## config.mk

```make
export PLATFORM = sky130hd
export DESIGN_NAME = lcd4_wr_ctrl
export DESIGN_NICKNAME = d
export VERILOG_FILES = /design/src/rtl/lcd4_pkg.sv /design/src/rtl/lcd4_timer.sv /design/src/rtl/lcd4_strobe.sv /design/src/rtl/lcd4_seq.sv /design/src/rtl/lcd4_wr_ctrl.sv
export SDC_FILE = /design/constraint.sdc
export NUM_CORES = 1
export LEC_CHECK = 0
export BUFFER_PORTS_ARGS = -buffer_cell sky130_fd_sc_hd__buf_2
export CORE_UTILIZATION = 45
export CTS_CLUSTER_SIZE = 14
export DETAILED_ROUTE_END_ITERATION = 10
export GPL_ROUTABILITY_DRIVEN = 0
export PLACE_DENSITY_LB_ADDON = 0.05
export SETUP_SLACK_MARGIN = 0.1
export SYNTH_ARGS = -nofsm -noshare
export SYNTH_HDL_FRONTEND = slang
export SYNTH_SLANG_ARGS = --single-unit
```

## constraint.sdc

```tcl
create_clock -name clk_i -period 3.1 [get_ports clk_i]
set_input_delay 0.155 -clock clk_i [delete_from_list [all_inputs] [get_ports clk_i]]
set_output_delay 0.155 -clock clk_i [all_outputs]
set_load 0.01 [all_outputs]
```

## src/rtl/lcd4_pkg.sv

```systemverilog
package lcd4_pkg;

  typedef enum logic [1:0] {
    WAIT_BOOT1,
    WAIT_BOOT2,
    WAIT_CMD,
    WAIT_SLOW
  } wait_e;

  typedef struct packed {
    logic       two_nib;
    logic [7:0] val;
    wait_e      dly;
  } step_t;

  localparam int unsigned BOOT_STEPS = 8;
  localparam int unsigned STEP_W     = $clog2(BOOT_STEPS);

  function automatic int unsigned max2(input int unsigned a, input int unsigned b);
    return (a > b) ? a : b;
  endfunction

  // single-nibble steps carry the nibble in val[7:4]
  function automatic step_t boot_step(input logic [STEP_W-1:0] idx);
    step_t s;
    s.two_nib = 1'b1;
    s.dly     = WAIT_CMD;
    s.val     = 8'h00;
    case (idx)
      3'd0: begin s.two_nib = 1'b0; s.val = 8'h30; s.dly = WAIT_BOOT1; end
      3'd1: begin s.two_nib = 1'b0; s.val = 8'h30; s.dly = WAIT_BOOT2; end
      3'd2: begin s.two_nib = 1'b0; s.val = 8'h30; s.dly = WAIT_BOOT2; end
      3'd3: begin s.two_nib = 1'b0; s.val = 8'h20; end
      3'd4: s.val = 8'h28;
      3'd5: s.val = 8'h0C;
      3'd6: begin s.val = 8'h01; s.dly = WAIT_SLOW; end
      default: s.val = 8'h06;
    endcase
    return s;
  endfunction

  // clear display and return home need the long execution time
  function automatic logic is_slow(input logic rs, input logic [7:0] b);
    return !rs && (b[7:2] == 6'd0) && (b[1:0] != 2'd0);
  endfunction

endpackage

```

## src/rtl/lcd4_timer.sv

```systemverilog
module lcd4_timer #(
  parameter int unsigned W       = 8,
  parameter logic [W-1:0] RST_VAL = '0
) (
  input  logic         clk_i,
  input  logic         rst_ni,
  input  logic         load_i,
  input  logic [W-1:0] val_i,
  output logic         expired_o
);
  logic [W-1:0] cnt_q;

  always_ff @(posedge clk_i or negedge rst_ni) begin
    if (!rst_ni)              cnt_q <= RST_VAL;
    else if (load_i)          cnt_q <= val_i;
    else if (cnt_q != '0)     cnt_q <= cnt_q - 1'b1;
  end

  assign expired_o = (cnt_q == '0);
endmodule

```

## src/rtl/lcd4_strobe.sv

```systemverilog
module lcd4_strobe #(
  parameter int unsigned SETUP_CYC = 2,
  parameter int unsigned PULSE_CYC = 3,
  parameter int unsigned HOLD_CYC  = 2
) (
  input  logic       clk_i,
  input  logic       rst_ni,
  input  logic       start_i,
  input  logic       two_i,
  input  logic       rs_i,
  input  logic [7:0] byte_i,
  output logic       done_o,
  output logic       e_o,
  output logic       rs_o,
  output logic [3:0] d_o
);
  import lcd4_pkg::*;

  localparam int unsigned PW = $clog2(max2(max2(SETUP_CYC, PULSE_CYC), HOLD_CYC) + 1);
  localparam logic [PW-1:0] SU_M1 = PW'(SETUP_CYC - 1);
  localparam logic [PW-1:0] EH_M1 = PW'(PULSE_CYC - 1);
  localparam logic [PW-1:0] HD_M1 = PW'(HOLD_CYC - 1);

  typedef enum logic [1:0] {PH_IDLE, PH_SU, PH_EH, PH_HD} ph_e;

  ph_e           ph_q;
  logic [PW-1:0] cnt_q;
  logic          two_q, lo_q, rs_q;
  logic [7:0]    byte_q;
  logic          more;

  assign more = two_q && !lo_q;

  always_ff @(posedge clk_i or negedge rst_ni) begin
    if (!rst_ni) begin
      ph_q   <= PH_IDLE;
      cnt_q  <= '0;
      two_q  <= 1'b0;
      lo_q   <= 1'b0;
      rs_q   <= 1'b0;
      byte_q <= 8'h00;
    end else begin
      case (ph_q)
        PH_IDLE: if (start_i) begin
          two_q  <= two_i;
          lo_q   <= 1'b0;
          rs_q   <= rs_i;
          byte_q <= byte_i;
          ph_q   <= PH_SU;
          cnt_q  <= SU_M1;
        end
        PH_SU: if (cnt_q == '0) begin
          ph_q  <= PH_EH;
          cnt_q <= EH_M1;
        end else cnt_q <= cnt_q - 1'b1;
        PH_EH: if (cnt_q == '0) begin
          ph_q  <= PH_HD;
          cnt_q <= HD_M1;
        end else cnt_q <= cnt_q - 1'b1;
        default: if (cnt_q == '0) begin
          if (more) begin
            lo_q  <= 1'b1;
            ph_q  <= PH_SU;
            cnt_q <= SU_M1;
          end else ph_q <= PH_IDLE;
        end else cnt_q <= cnt_q - 1'b1;
      endcase
    end
  end

  assign done_o = (ph_q == PH_HD) && (cnt_q == '0) && !more;
  assign e_o    = (ph_q == PH_EH);
  assign rs_o   = rs_q;
  assign d_o    = lo_q ? byte_q[3:0] : byte_q[7:4];

  assert_setup_R8: assert property (@(posedge clk_i) disable iff (!rst_ni)
    $rose(e_o) |-> ($stable(rs_o) && $stable(d_o)));
  assert_hold_R8: assert property (@(posedge clk_i) disable iff (!rst_ni)
    $fell(e_o) |-> ($stable(rs_o) && $stable(d_o)));
  assert_high_stable_R8: assert property (@(posedge clk_i) disable iff (!rst_ni)
    (e_o && $past(e_o)) |-> $stable(d_o));
endmodule

```

## src/rtl/lcd4_seq.sv

```systemverilog
module lcd4_seq #(
  parameter int unsigned TW        = 8,
  parameter int unsigned PWR_CYC   = 40,
  parameter int unsigned BOOT1_CYC = 30,
  parameter int unsigned BOOT2_CYC = 10,
  parameter int unsigned CMD_CYC   = 6,
  parameter int unsigned SLOW_CYC  = 20
) (
  input  logic       clk_i,
  input  logic       rst_ni,
  input  logic       valid_i,
  output logic       ready_o,
  input  logic       is_data_i,
  input  logic [7:0] byte_i,
  input  logic       done_i,
  output logic       start_o,
  output logic       two_o,
  output logic       rs_o,
  output logic [7:0] byte_o
);
  import lcd4_pkg::*;

  localparam logic [STEP_W-1:0] LAST_STEP = STEP_W'(BOOT_STEPS - 1);

  typedef enum logic [2:0] {S_BOOT, S_LOAD, S_SEND, S_WAIT, S_IDLE} st_e;

  st_e               st_q;
  logic [STEP_W-1:0] step_q;
  logic              booting_q;
  wait_e             dly_q;
  step_t             cur;
  logic              tmr_load, tmr_exp;
  logic [TW-1:0]     tmr_val;

  assign cur = boot_step(step_q);

  always_comb begin
    start_o = 1'b0;
    two_o   = 1'b1;
    rs_o    = is_data_i;
    byte_o  = byte_i;
    if (st_q == S_LOAD) begin
      start_o = 1'b1;
      two_o   = cur.two_nib;
      rs_o    = 1'b0;
      byte_o  = cur.val;
    end else if (st_q == S_IDLE) begin
      start_o = valid_i;
    end
  end

  always_comb begin
    case (dly_q)
      WAIT_BOOT1: tmr_val = TW'(BOOT1_CYC - 1);
      WAIT_BOOT2: tmr_val = TW'(BOOT2_CYC - 1);
      WAIT_SLOW:  tmr_val = TW'(SLOW_CYC - 1);
      default:    tmr_val = TW'(CMD_CYC - 1);
    endcase
  end

  assign tmr_load = (st_q == S_SEND) && done_i;

  lcd4_timer #(.W(TW), .RST_VAL(TW'(PWR_CYC - 1))) u_tmr (
    .clk_i    (clk_i),
    .rst_ni   (rst_ni),
    .load_i   (tmr_load),
    .val_i    (tmr_val),
    .expired_o(tmr_exp)
  );

  always_ff @(posedge clk_i or negedge rst_ni) begin
    if (!rst_ni) begin
      st_q      <= S_BOOT;
      step_q    <= '0;
      booting_q <= 1'b1;
      dly_q     <= WAIT_CMD;
    end else begin
      case (st_q)
        S_BOOT: if (tmr_exp) st_q <= S_LOAD;
        S_LOAD: begin
          dly_q <= cur.dly;
          st_q  <= S_SEND;
        end
        S_IDLE: if (valid_i) begin
          dly_q <= is_slow(is_data_i, byte_i) ? WAIT_SLOW : WAIT_CMD;
          st_q  <= S_SEND;
        end
        S_SEND: if (done_i) st_q <= S_WAIT;
        default: if (tmr_exp) begin
          if (!booting_q) st_q <= S_IDLE;
          else if (step_q == LAST_STEP) begin
            booting_q <= 1'b0;
            st_q      <= S_IDLE;
          end else begin
            step_q <= step_q + 1'b1;
            st_q   <= S_LOAD;
          end
        end
      endcase
    end
  end

  assign ready_o = (st_q == S_IDLE);

  assert_accept_R6: assert property (@(posedge clk_i) disable iff (!rst_ni)
    (valid_i && ready_o) |=> !ready_o);
  assert_boot_busy_R5: assert property (@(posedge clk_i) disable iff (!rst_ni)
    booting_q |-> !ready_o);
  assert_busy_no_start_R10: assert property (@(posedge clk_i) disable iff (!rst_ni)
    (st_q == S_SEND || st_q == S_WAIT) |-> !start_o);
endmodule

```

## src/rtl/lcd4_wr_ctrl.sv

```systemverilog
module lcd4_wr_ctrl #(
  parameter int unsigned CLK_HZ    = 50_000_000,
  parameter int unsigned SETUP_CYC = CLK_HZ / 20_000_000 + 1,
  parameter int unsigned PULSE_CYC = (CLK_HZ + 999_999) / 1_000_000,
  parameter int unsigned HOLD_CYC  = CLK_HZ / 20_000_000 + 1,
  parameter int unsigned PWR_CYC   = CLK_HZ / 25,
  parameter int unsigned BOOT1_CYC = CLK_HZ / 10_000 * 41,
  parameter int unsigned BOOT2_CYC = CLK_HZ / 10_000,
  parameter int unsigned CMD_CYC   = CLK_HZ / 25_000,
  parameter int unsigned SLOW_CYC  = CLK_HZ / 10_000 * 16
) (
  input  logic       clk_i,
  input  logic       rst_ni,
  input  logic       valid_i,
  output logic       ready_o,
  input  logic       is_data_i,
  input  logic [7:0] byte_i,
  output logic       lcd_e_o,
  output logic       lcd_rs_o,
  output logic [3:0] lcd_d_o
);
  import lcd4_pkg::*;

  localparam int unsigned TMAX = max2(max2(max2(PWR_CYC, BOOT1_CYC), max2(BOOT2_CYC, CMD_CYC)), SLOW_CYC);
  localparam int unsigned TW   = $clog2(TMAX + 1);

  logic       start, two, rs, done;
  logic [7:0] tx_byte;

  lcd4_seq #(
    .TW(TW), .PWR_CYC(PWR_CYC), .BOOT1_CYC(BOOT1_CYC), .BOOT2_CYC(BOOT2_CYC),
    .CMD_CYC(CMD_CYC), .SLOW_CYC(SLOW_CYC)
  ) u_seq (
    .clk_i    (clk_i),
    .rst_ni   (rst_ni),
    .valid_i  (valid_i),
    .ready_o  (ready_o),
    .is_data_i(is_data_i),
    .byte_i   (byte_i),
    .done_i   (done),
    .start_o  (start),
    .two_o    (two),
    .rs_o     (rs),
    .byte_o   (tx_byte)
  );

  lcd4_strobe #(
    .SETUP_CYC(SETUP_CYC), .PULSE_CYC(PULSE_CYC), .HOLD_CYC(HOLD_CYC)
  ) u_strobe (
    .clk_i  (clk_i),
    .rst_ni (rst_ni),
    .start_i(start),
    .two_i  (two),
    .rs_i   (rs),
    .byte_i (tx_byte),
    .done_o (done),
    .e_o    (lcd_e_o),
    .rs_o   (lcd_rs_o),
    .d_o    (lcd_d_o)
  );

  assert_idle_no_strobe_R6: assert property (@(posedge clk_i) disable iff (!rst_ni)
    ready_o |-> !lcd_e_o);
  assert_done_closes_R9: assert property (@(posedge clk_i) disable iff (!rst_ni)
    done |=> !lcd_e_o && !ready_o);
endmodule

```

# [Yosys cells after proc, flatten, opt, wreduce, memory -nomap -nowiden]
# Index checks and enable logic that the tools add are counted.
[word_totals] ff_bits=49 latch_bits=0 ram_bits=0 rom_bits=0 input_bits=12 out_inout_bits=7 memories=0
[op_classes] add_sub_neg=3 multipliers=0 div=0 magnitude_cmp=0 n_eq_ne=22 n_shift=0 muxes=40 bitwise=3 reduce_logical=36
[op_table] op="$pmux 18 s3" count=1
[op_table] op="$mux 21" count=2
[op_table] op="$mux 6" count=5
[op_table] op="$pmux 6 s5" count=1
[op_table] op="$logic_not 21->1" count=1
[op_table] op="$reduce_bool 21->1" count=1
[op_table] op="$sub 21x1->21 const B" count=1
[op_table] op="$mux 3" count=6
[op_table] op="$pmux 6 s3" count=1
[op_table] op="$reduce_and 4->1" count=4
[op_table] op="$eq 3x3->1 const B" count=5
[op_table] op="$logic_not 6->1" count=2
[op_table] op="$mux 1" count=12
[op_table] op="$pmux 2 s3" count=2
[op_table] op="$pmux 3 s4" count=1
[op_table] op="$mux 2" count=5
[op_table] op="$reduce_bool 2->1" count=5
[op_table] op="$eq 3x2->1 const B" count=3
[op_table] op="$mux 8" count=1
[op_table] op="$ne 2x1->1 const B" count=4
[op_table] op="$reduce_and 2->1" count=4
[op_table] op="$reduce_or 4->1" count=2
[op_table] op="$eq 2x2->1 const B" count=3
[op_table] op="$eq 3x1->1 const B" count=2
[op_table] op="other kinds (16)" count=30

# [Logic depth before layout (Yosys ltp)]
[logic_depth] word_depth=6 depth_mapped=8 mapped_depth_nobuf=6

# [By module]
# Synthesis repeated with hierarchy kept, for this count alone.
[hier_totals] cells_unflattened=344 area_unflattened_um2=3273.1
[modules_own_cells] mod="lcd4_timer" instances=1 cells_each=125 area_per_inst_um2=1228.7 seq_area_each_um2=541.8
[modules_own_cells] mod="lcd4_strobe" instances=1 cells_each=114 area_per_inst_um2=1177.4 seq_area_each_um2=475.5
[modules_own_cells] mod="lcd4_seq" instances=1 cells_each=105 area_per_inst_um2=867.1 seq_area_each_um2=227.7

# [Least setup slack after synthesis]
# Ideal clock, no wire load.
[synth_timing] path_kind="flip-flop to flip-flop" start="register u_seq.u_tmr.cnt_q[0]" end="register u_seq.u_tmr.cnt_q[2]" setup_time_ns=0.068 t_arrival_ns=2.131 required_ns=3.032 setup_slack_ns=0.901 stages_incl_launch_ff=8 path_buffers=1 synth_period_minus_slack_ns=2.199 cell_sequence="dfstp_2 > inv_1 > ha_1 > or4b_2 > or4_4 > buf_6 > o2111a_1 > a21oi_2"
[synth_between] elab_chain_len=3
[synth_rtl] element="start, declared" line_no="lcd4_timer.sv:11" source="logic [W-1:0] cnt_q;"
[synth_rtl] element="start signal, assigned" line_no="lcd4_timer.sv:15" source="else if (load_i) cnt_q <= val_i;"
[synth_rtl] element="start signal, assigned" line_no="lcd4_timer.sv:16" source="else if (cnt_q != '0) cnt_q <= cnt_q - 1'b1;"
[synth_rtl] element="$sub 21x1->21" line_no="lcd4_timer.sv:16"
[synth_rtl] element="$mux 21" line_no="lcd4_timer.sv:16"
[synth_rtl] element="$mux 21" line_no="lcd4_timer.sv:15"
# Several ways; a longest one is shown, not always the timed one. The select of a mux whose other input is x is not followed.
# A chain may end at the register's enable or synchronous reset.

# [Worst setup path in the final report]
[layout_timing] start="register u_seq.u_tmr.cnt_q[7]" end="register u_seq.step_q[1]"
[layout_between] elab_chain_len=2
[layout_rtl] element="$logic_not 21->1" line_no="lcd4_timer.sv:19" source="assign expired_o = (cnt_q == '0);"
[layout_rtl] element="$reduce_and 4->1 (no source line)"
[layout_rtl] element="end signal, assigned" line_no="lcd4_seq.sv:95" source="step_q <= step_q + 1'b1;"
[layout_rtl] element="end, declared" line_no="lcd4_seq.sv:28" source="logic [STEP_W-1:0] step_q;"
# No other way between the ends.

==> results.rst <==
.. list-table::
   :header-rows: 1

   * - Metric
     - Value
   * - Status
     - complete, no violations
   * - Clock insertion delay at the later pin of the skew report
     - 0.31 ns
   * - Standby leakage power
     - between 1 and 1.5 nW
   * - Portion of total power attributed to combinational logic
     - around 2.5%
   * - Setup slack of the critical path after layout
     - around 0.79 ns
   * - Post-DRT Antenna Nets
     - 0
   * - Post-Route Skew
     - about 0.0082 ns
   * - Tcrit/Tclk final
     - 74.7%
   * - Fraction of layout instances using a drive strength above 1
     - a little under a fifth
   * - Final routed wirelength across all metal layers
     - 7460 µm
   * - Power dissipated by switching net loads
     - ~240 µW
   * - Slew Limit Fails
     - 0
   * - Via density per instance
     - 5.83
   * - Cell area power density
     - roughly 310 nW/µm²
   * - Hold-critical path depth
     - 3
   * - Fraction of synthesis flops using an asynchronous set or reset pin
     - 100%
   * - Area enclosed by the die boundary
     - 7480 µm²
   * - Main flop type after synthesis
     - dfrtp_1
   * - Max VDD drop
     - between 0.15 and 0.2 mV
   * - Clock tree from TritonCTS
     - built
   * - Clock H-tree levels
     - 2
   * - Unrepaired setup endpoints after global routing
     - false
   * - Starting utilization of the core area
     - approximately 47%
   * - Clock input transition at the sequential cells of the worst setup and hold paths
     - about 0.090 ns
   * - Clk root buf
     - clkbuf_8
   * - HPWL after detailed placement
     - around 5400 µm
   * - Internal portion of total power
     - 851 µW
   * - GR Overflow Total
     - 0
   * - Number of setup violations in the final report
     - 0
   * - Starting DRT DRC Count
     - between 150 and 200
   * - Vias in the first global route
     - between 2k and 2.5k
   * - Slew @ Worst Pin
     - about 0.69 ns
   * - Final sum of negative setup slack
     - 0 ns
   * - Class of the tightest hold or removal check
     - in -> reg
   * - Clock Power Share
     - 38.9%
   * - Final core utilization
     - 51.6%
   * - Required time of the worst setup path
     - between 3 and 4 ns
   * - Wire length of the first global-routing pass
     - 12600 µm
   * - Post-synthesis cell type count
     - 64
   * - Avg Inst Size Synth
     - around 9.4 µm²
   * - Share of power burned in registers
     - between 50% and 60%
   * - Pre-antenna DRT Iters
     - 4
   * - Relative slew slack
     - 54.0%
   * - Total number of vias
     - approximately 2.7k
   * - Clock buffers created by TritonCTS
     - 5
   * - Element type at the critical path start
     - flop
   * - Post-synthesis instance total
     - 340
   * - Site row count
     - 30
   * - Routed length per placed instance
     - 16.3 µm
   * - Worst slack on hold paths
     - roughly 0.10 ns
   * - Number of remaining DRC errors
     - 0
   * - Number of resized instances in the post-cts repair step
     - 0
   * - Cell area after layout
     - between 3000 and 4000 µm²
   * - Highest Clock Rate
     - 432 MHz
   * - Maximum count of clock buffers along a single path
     - 2
   * - Post-synthesis sequential element count
     - just under 50
   * - Net count of the mapped netlist
     - 372
   * - Number of warnings issued by yosys
     - 0
   * - Final critical delay including setup and external delays
     - 2.31 ns
   * - Critical path capture point type
     - flop
   * - Crit path kind
     - reg -> reg
   * - Number of I/O pins
     - 19
   * - Initial antenna violation count
     - 0
   * - Chip width
     - 86.5 µm
   * - Number of maximum-capacitance constraint violations
     - 0
   * - Maximum number of pins on one net before global-route repair
     - 30
   * - Final hold violations
     - 0
   * - Arrival time reported for the critical path endpoint
     - between 2 and 3 ns
   * - Area delta synth->final
     - 9.78%
   * - Switching share of power
     - about 22%
   * - CTS sink cnt
     - roughly 50
   * - Die Ht
     - between 80 and 90 µm
   * - Post-place instance area
     - 3410 µm²
   * - Antenna Diode Count
     - 0
   * - CORE AREA
     - approximately 6800 µm²
   * - Quantity of I/O buffers inserted on ports
     - 18
   * - Setup WS pre-CTS
     - ~0.77 ns
   * - Total Routing Usage GR
     - between 20% and 30%
   * - Final-stage net count
     - between 300 and 400
   * - Sequential-to-total area share from yosys stat
     - between 30% and 40%
   * - Number of cell instances on the worst register-to-register path
     - 4
   * - Count of flip-flops with a built-in enable after synthesis
     - 0
   * - Area of the mapped netlist
     - approximately 3200 µm²
   * - Max FO, Critical Path
     - 13
-- routing by layer --
layer  up-vias  track usage [%]  share of wire (%)
met5         -                0                  0
li1       1318                -                  -
met4         0             6.06                1.1
met3         8             3.14                3.3
met1      1288             31.8                 51
met2        44             33.0                 44
-- repair_timing --
action / 4_1_cts / 5_1_grt
setup buffers: 0 / 0
hold buffers: 1 / 0
hold endpoints to repair: 16 / 0
-- cell families (layout without fill, tap and decap cells) --
logic type               after synthesis  after routing  share of synthesized area [%]
buffers and inverters                 33             53                           4.44
XOR/XNOR                               6              6                           1.64
multiplexers                          14             14                           4.64
flip-flops                            49             49                           38.8
adder cells (fa/ha/maj)               20             20                           7.79
AO/OA/AOI/OAI                        103            103                           21.2
AND/OR/NAND/NOR                      115            115                           21.5
-- cell usage in the layout, fill, tap and decap left out, types with 10 or more instances in the layout --
cell / count
o21ai_0: 25
ha_1: 20
or4_1: 11
nor3_1: 18
a21oi_1: 16
buf_4: 10
dfrtp_1: 34
buf_2: 18
inv_1: 16
dfstp_2: 15
nand2_1: 19
nor2_1: 16
-- synth_stat cells, types with 3 or more instances --
cell      count  area share, %
a211o_1       3           0.82
a21boi_0      4           0.94
a21oi_1      16            2.5
a31oi_1       7            1.4
buf_4         3           0.70
clkbuf_1     13            1.5
dfrtp_1      34             27
dfstp_2      15             12
ha_1         20            7.8
inv_1        16            1.9
mux2_2        7            2.5
mux2i_1       7            2.2
nand2_1      19            2.2
nand2b_1      5           0.97
nand3_1       4           0.62
nand4_1       3           0.58
nor2_1       16            1.9
nor2b_1       6            1.2
nor3_1       18            2.8
nor3b_1       4           0.94
nor4_1        6            1.2
o211ai_1      3           0.70
o21a_1        6            1.4
o21ai_0      25            3.9
o21ai_1       6           0.94
o31ai_1       4           0.94
o41ai_1       3           0.82
or3_1         5           0.97
or4_1        11            2.6
xnor2_1       4            1.1
-- power groups by stage --
| stage | Sequential, mW | Clock (mW) | Combinational (mW) |
|---|---|---|---|
| final | 0.640 | 0.425 | 0.0272 |
| after global routing | 0.640 | 0.468 | 0.0321 |
| after CTS | 0.640 | 0.446 | 0.0287 |
| after detailed placement | 0.651 | 0 | 0.0277 |
| after global placement | 0.651 | 0 | 0.0273 |
| after floorplan | 0.652 | 0 | 0.00323 |
-- through the flow --
stage | power (mW) | std cells
2_1_floorplan | 0.655 | 340
4_1_cts | 1.11 | 456
5_1_grt | 1.14 | 456
6_report | 1.09 | 456
3_5_place_dp | 0.679 | 447
3_3_place_gp | 0.679 | 447
-- registers in the layout (all words and copies together) (netlist names) --
signal             cells
u_seq.booting_q        1
u_seq.dly_q            2
u_seq.st_q             3
u_seq.step_q           3
u_seq.u_tmr.cnt_q     21
u_strobe.byte_q        8
u_strobe.cnt_q         6
u_strobe.lo_q          1
u_strobe.ph_q          2
u_strobe.rs_o          1
u_strobe.two_q         1
-- critical path, cell delays in order (launching register included) --
cell and delay, ns:
dfrtp_1 0.40, or4_1 0.80, nor4_4 0.45, nand3_1 0.24
mux2_2 0.32
-- cell type report --
type	instances	area, µm²
Fill cell	673	3310
Multi-Input combinational cell	258	1820
Sequential cell	49	1240
Timing Repair Buffer	29	175
Tap cell	96	120
Clock buffer	7	96.3
Inverter	16	60.1
Clock inverter	1	5.00
-- final timing paths --
check / from / to / slack, ns
setup / recovery: u_seq.u_tmr.cnt_q[7] / u_seq.step_q[1] / 0.79
hold / removal: byte_i[7] / u_strobe.byte_q[7] / 0.10
setup reg to reg: u_seq.u_tmr.cnt_q[7] / u_seq.step_q[1] / 0.79
hold reg to reg: u_seq.booting_q / u_seq.booting_q / 0.46
max in group asynchronous: rst_ni / u_seq.dly_q[1] / 1.87
min in group asynchronous: rst_ni / u_seq.st_q[2] / 0.41
Power figures use the tool's default switching activity.
